`config.mk`:
```
export PLATFORM = sky130hd
export DESIGN_NAME = dram_refresh_timer
export DESIGN_NICKNAME = d
export VERILOG_FILES = /design/src/rtl/rfsh_timer_pkg.sv /design/src/rtl/rfsh_prescaler.sv /design/src/rtl/rfsh_interval.sv /design/src/rtl/rfsh_request.sv /design/src/rtl/rfsh_cbr_seq.sv /design/src/rtl/dram_refresh_timer.sv
export SDC_FILE = /design/constraint.sdc
export NUM_CORES = 1
export LEC_CHECK = 0
export BUFFER_PORTS_ARGS = -buffer_cell sky130_fd_sc_hd__buf_4
export CORE_MARGIN = 2
export CORE_UTILIZATION = 45
export DETAILED_ROUTE_END_ITERATION = 12
export HOLD_SLACK_MARGIN = 0.02
export SYNTH_ARGS = -nofsm -noshare
export SYNTH_HDL_FRONTEND = slang
export SYNTH_HIERARCHICAL = 1
export SYNTH_SLANG_ARGS = --single-unit
```
`constraint.sdc`:
```
create_clock -name clk_i -period 3.6 [get_ports clk_i]
set_clock_uncertainty 0.15 [all_clocks]
set_input_delay 0.36 -clock clk_i [delete_from_list [all_inputs] [get_ports clk_i]]
set_output_delay 0.36 -clock clk_i [all_outputs]
set_load 0.01 [all_outputs]
```
`src/rtl/rfsh_timer_pkg.sv`:
```
package rfsh_timer_pkg;

   localparam int unsigned SEL_W     = 3;
   localparam int unsigned NUM_RATES = 1 << SEL_W;
   localparam int unsigned PRE_W     = 12;

   typedef enum logic [1:0] {
      CBR_IDLE = 2'd0,
      CBR_LEAD = 2'd1,
      CBR_BOTH = 2'd2,
      CBR_TAIL = 2'd3
   } cbr_state_e;

   // log2 of the divisor for each select code; 0 means every clock
   function automatic int unsigned rate_exp(input int unsigned code);
      case (code)
         0:       return 1;
         1:       return 3;
         2:       return 5;
         3:       return 7;
         4:       return 9;
         5:       return 11;
         6:       return 12;
         default: return 0;
      endcase
   endfunction

endpackage

```
`src/rtl/rfsh_prescaler.sv`:
```
module rfsh_prescaler
   import rfsh_timer_pkg::*;
(
   input  logic             clk_i,
   input  logic             rst_ni,
   input  logic             run_i,
   input  logic [SEL_W-1:0] sel_i,
   output logic             tick_o
);

   logic [PRE_W-1:0]     pre_q;
   logic [NUM_RATES-1:0] tick_vec;

   always_ff @(posedge clk_i or negedge rst_ni) begin
      if (!rst_ni) begin
         pre_q <= '0;
      end else if (!run_i) begin
         pre_q <= '0;
      end else begin
         pre_q <= pre_q + 1'b1;
      end
   end

   for (genvar g = 0; g < NUM_RATES; g++) begin : g_rate
      localparam int unsigned E = rate_exp(g);
      if (E > PRE_W) begin : g_bad
         $error("prescaler too narrow for rate %0d", g);
      end else if (E == 0) begin : g_every
         assign tick_vec[g] = 1'b1;
      end else begin : g_div
         assign tick_vec[g] = &pre_q[E-1:0];
      end
   end

   assign tick_o = run_i & tick_vec[sel_i];

endmodule

```
`src/rtl/rfsh_interval.sv`:
```
module rfsh_interval #(
   parameter int unsigned CNT_W = 8
) (
   input  logic             clk_i,
   input  logic             rst_ni,
   input  logic             run_i,
   input  logic             tick_i,
   input  logic [CNT_W-1:0] limit_i,
   output logic             match_o
);

   logic [CNT_W-1:0] cnt_q;
   logic             hit;

   assign hit     = tick_i & (cnt_q == limit_i);
   assign match_o = run_i & hit;

   always_ff @(posedge clk_i or negedge rst_ni) begin
      if (!rst_ni) begin
         cnt_q <= '0;
      end else if (!run_i || hit) begin
         cnt_q <= '0;
      end else if (tick_i) begin
         cnt_q <= cnt_q + 1'b1;
      end
   end

endmodule

```
`src/rtl/rfsh_request.sv`:
```
module rfsh_request (
   input  logic clk_i,
   input  logic rst_ni,
   input  logic run_i,
   input  logic match_i,
   input  logic accept_i,
   output logic req_o,
   output logic ovr_o
);

   logic req_q;
   logic ovr_q;

   always_ff @(posedge clk_i or negedge rst_ni) begin
      if (!rst_ni) begin
         req_q <= 1'b0;
         ovr_q <= 1'b0;
      end else if (!run_i) begin
         req_q <= 1'b0;
         ovr_q <= 1'b0;
      end else begin
         if (match_i) begin
            req_q <= 1'b1;
         end else if (accept_i) begin
            req_q <= 1'b0;
         end
         if (match_i && req_q && !accept_i) begin
            ovr_q <= 1'b1;
         end
      end
   end

   assign req_o = req_q;
   assign ovr_o = ovr_q;

endmodule

```
`src/rtl/rfsh_cbr_seq.sv`:
```
module rfsh_cbr_seq
   import rfsh_timer_pkg::*;
#(
   parameter int unsigned HOLD_CYC = 2
) (
   input  logic clk_i,
   input  logic rst_ni,
   input  logic start_i,
   output logic idle_o,
   output logic cas_o,
   output logic ras_o
);

   localparam int unsigned HW = (HOLD_CYC > 1) ? $clog2(HOLD_CYC) : 1;

   if (HOLD_CYC < 1) begin : g_chk_hold
      $error("HOLD_CYC must be at least 1");
   end

   cbr_state_e    state_q;
   logic [HW-1:0] hold_q;

   always_ff @(posedge clk_i or negedge rst_ni) begin
      if (!rst_ni) begin
         state_q <= CBR_IDLE;
         hold_q  <= '0;
      end else begin
         case (state_q)
            CBR_IDLE: if (start_i) state_q <= CBR_LEAD;
            CBR_LEAD: begin
               state_q <= CBR_BOTH;
               hold_q  <= '0;
            end
            CBR_BOTH: begin
               if (hold_q == HW'(HOLD_CYC - 1)) begin
                  state_q <= CBR_TAIL;
               end else begin
                  hold_q <= hold_q + 1'b1;
               end
            end
            default:  state_q <= CBR_IDLE;
         endcase
      end
   end

   assign idle_o = (state_q == CBR_IDLE);
   assign cas_o  = (state_q == CBR_LEAD) || (state_q == CBR_BOTH);
   assign ras_o  = (state_q == CBR_BOTH) || (state_q == CBR_TAIL);

endmodule

```
`src/rtl/dram_refresh_timer.sv`:
```
module dram_refresh_timer
   import rfsh_timer_pkg::*;
#(
   parameter int unsigned CNT_W    = 8,
   parameter int unsigned HOLD_CYC = 2
) (
   input  logic             clk_i,
   input  logic             rst_ni,
   input  logic             rfsh_en_i,
   input  logic             self_mode_i,
   input  logic [SEL_W-1:0] rate_sel_i,
   input  logic [CNT_W-1:0] limit_i,
   input  logic             ack_i,
   output logic             req_o,
   output logic             overrun_o,
   output logic             cas_o,
   output logic             ras_o,
   output logic             self_rfsh_o
);

   if (CNT_W < 1) begin : g_chk_cnt
      $error("CNT_W must be at least 1");
   end

   logic run_cbr;
   logic tick;
   logic match;
   logic seq_idle;
   logic accept;
   logic req_int;
   logic self_q;

   assign run_cbr = rfsh_en_i & ~self_mode_i;
   assign accept  = req_int & ack_i & seq_idle;

   rfsh_prescaler u_pre (
      .clk_i  (clk_i),
      .rst_ni (rst_ni),
      .run_i  (run_cbr),
      .sel_i  (rate_sel_i),
      .tick_o (tick)
   );

   rfsh_interval #(.CNT_W(CNT_W)) u_cnt (
      .clk_i   (clk_i),
      .rst_ni  (rst_ni),
      .run_i   (run_cbr),
      .tick_i  (tick),
      .limit_i (limit_i),
      .match_o (match)
   );

   rfsh_request u_req (
      .clk_i    (clk_i),
      .rst_ni   (rst_ni),
      .run_i    (run_cbr),
      .match_i  (match),
      .accept_i (accept),
      .req_o    (req_int),
      .ovr_o    (overrun_o)
   );

   rfsh_cbr_seq #(.HOLD_CYC(HOLD_CYC)) u_seq (
      .clk_i   (clk_i),
      .rst_ni  (rst_ni),
      .start_i (accept),
      .idle_o  (seq_idle),
      .cas_o   (cas_o),
      .ras_o   (ras_o)
   );

   always_ff @(posedge clk_i or negedge rst_ni) begin
      if (!rst_ni) begin
         self_q <= 1'b0;
      end else begin
         self_q <= rfsh_en_i & self_mode_i;
      end
   end

   assign req_o       = req_int;
   assign self_rfsh_o = self_q;

endmodule

```
==> metrics.cfg <==
[status]
status = finished, final reports clean

[layout]
antennaDiodeCount = 0
final_net_count = 197
drive_gt1_frac = 0.211
syn2layout_area_growth_pct = 16.4
fin_cells = 217

[sta]
max_freq_mhz = 326
fin_crit_ns = 3.07
finalSetupViolCount = 0
timing.hold.ws_ns = 0.0938
rsz0062_at_grt = false
slew_headroom = 0.353
slew_violations = 0
worst_pin_slew_ns = 0.967
period_share = 0.851
finalHoldViolCount = 0
timing.setup.tns_ns = 0

[yosys]
ys_seq_area_frac = 0.429
synth_edf_count = 0
synth_warnings = 6
ys_types = 39
yosys_most_used_dff = dfrtp_1
ys_ff_latch = 26
syn-num-nets = 172
synthesis.area_um2 = 1520
synthCells = 147
avgSynthCellArea_um2 = 10.3
synth.top_cell.area_share = 0.429
yosysTopAreaCell = dfrtp_1
netlist_top_cells_area = dfrtp_1 43%, xnor2_1 8.1%, ha_1 7.4%
synthArstFlopShare = 1.00

[routing]
first_pass_iters = 4
drtIter0Drc = 41
drt-total-wl_mm = 2.76
viasPerCell = 5.23
ant_nets = 0
via_count = 1135
wl_per_cell_um = 12.7
drc = 0

[setup_path]
cp_data_arrival_time_ns = 3.20
required_ns = 3.74
worstSetupPathType = register to register
worst_setup_path_end_kind = register
startpoint_type = register
worstPathMaxFanout = 9

[clocking]
h-tree-depth = 1
clock_latency_ns = 0.33
cts_buffers = 3
tritoncts = built
numClockSinks = 26
clock-root-buffer = clkbuf_4
cts.repair.resized = 0
path_clk_slew_ns = 0.14
clk_path_buf_depth = 2

[floorplan]
die_w_um = 62.1
start_util = 0.462
fp.dieArea_um2 = 3850
core_area_um2 = 3280
io_pins = 21
die_y_um = 62.1
rows = 21

[min_path]
hold_class = input port to register

[global_route]
grt_first_pass_wirelength_mm = 4.81
grt_max_degree = 27
grt_use_total = 0.167
grt_pass1_vias = 1074
grt_overflow_total = 0
antenna_found_initial = 0

[power_and_ir_drop]
p_switching_mw = 0.200
p_leak_nw = 0.811
pwr_density_cell_nw_per_um2 = 386
switching_share = 0.294
p_int_mw = 0.482
finalPower_mw = 0.682
seqPwrFrac = 0.488
comb_power_share = 0.288
clkPwrFrac = 0.224
peakVddDrop_uv = 164

[flow_run]
max_cap_viol_count = 0

[placed_design]
portBuffers = 20
placed_cells = 212
place_hpwl_mm = 2.08
place.gp.congestion = 0.783

[per-stage QoR]
stage,utilization,instance area (um2),worst slack [ns]
6_report,0.538,1770,0.535
3_5_place_dp,0.524,1720,0.445
5_1_grt,0.538,1770,0.217
4_1_cts,0.538,1770,0.536
3_3_place_gp,0.524,1720,0.559
2_1_floorplan,-,1520,1.07
[worst paths after layout]
| path | slack (ns) | start | cells past startpoint | end |
|---|---|---|---|---|
| worst max-delay path | 0.53 | u_pre/pre_q[0] | 10 | u_req/ovr_o |
| worst min-delay path | 0.09 | rfsh_en_i | 2 | self_rfsh_o |
| worst max register to register | 0.53 | u_pre/pre_q[0] | 10 | u_req/ovr_o |
| worst min register to register | 0.39 | u_pre/pre_q[0] | 1 | u_pre/pre_q[0] |
| max in group asynchronous | 2.75 | rst_ni | 2 | u_cnt/cnt_q[2] |
| min in group asynchronous | 0.30 | rst_ni | 2 | u_pre/pre_q[5] |
[power groups by stage]
stage               combinational [mW]  sequential, mW  clock (mW)
finish                           0.196           0.332       0.153
global route                     0.223           0.335       0.173
CTS                              0.203           0.333       0.162
detailed placement               0.200           0.338           0
global placement                 0.196           0.336           0
floorplan                        0.128           0.334           0
[logic make-up after synthesis]
logic type	after synthesis	share of synthesized area
adders and majority gates	9	0.0742
xor gates and xnor gates	17	0.0981
AOI/OAI and AO/OA	21	0.0874
buffers and inverters	8	0.0206
DFF	26	0.429
and+or+nand+nor	61	0.256
muxes	5	0.0354
[final cells by class]
| class | count | area [um2] |
|---|---|---|
| Clock buffer | 4 | 36.3 |
| Sequential cell | 26 | 651 |
| Timing Repair Buffer | 21 | 160 |
| Multi-Input combinational cell | 113 | 836 |
| Fill cell | 327 | 1520 |
| Inverter | 7 | 26.3 |
| Tap cell | 46 | 57.6 |
[cell usage after synthesis (all sizes together), types with 4 or more instances]
cell,count
dfrtp,26
xnor2,14
nand2,10
ha,9
nor2,9
a21oi,7
inv,7
nand4,7
and2,6
nand3,6
o21ai,6
nor2b,4
nor3b,4
[routing by layer]
layer | share of wire | track usage | vias to the layer above
li1 | - | - | 569
met1 | 0.49 | 0.236 | 547
met2 | 0.47 | 0.263 | 17
met3 | 0.029 | 0.0248 | 2
met4 | 0.011 | 0.0547 | 0
met5 | 0 | 0 | -
[critical path, stage by stage (launching register included)]
cell,delay (ns)
dfrtp_1,0.45
ha_1,0.19
nand3_1,0.17
inv_1,0.16
a32oi_1,0.11
o32ai_1,0.80
nand2_1,0.20
nor3_4,0.36
and2_1,0.20
and2_1,0.12
a22o_1,0.11
[state kept, by name, indices dropped and copies added (netlist names)]
signal and cells:
u_seq/hold_q 1, u_seq/state_q 2, u_req/ovr_o 1, self_rfsh_o 1
u_req/req_o 1, u_pre/pre_q 12, u_cnt/cnt_q 8
[cells in the final DEF (no fill, tap or decap), types with 2 or more instances in the layout]
master,netlist,final
nor3b_1,3,3
mux2i_1,2,2
xnor2_1,14,14
and3_1,2,2
inv_1,7,7
nand2_1,10,10
nor2b_1,3,3
dfrtp_1,26,26
xor2_1,3,3
ha_1,9,9
o21ai_0,5,5
nand2b_1,2,2
buf_4,0,20
a21oi_1,7,7
clkbuf_4,0,3
nor2_1,9,9
or4_1,3,3
mux2_2,2,2
nand4_2,3,3
o31ai_1,2,2
nand4_1,4,4
or3_1,3,3
and2_1,5,5
nand3_1,6,6
[repair_timing]
action                                 4_1_cts  5_1_grt
hold buffers                                 1        0
buffers inserted                             0        0
endpoints found under the hold margin       26        0
(Power assumes the default switching activity.)
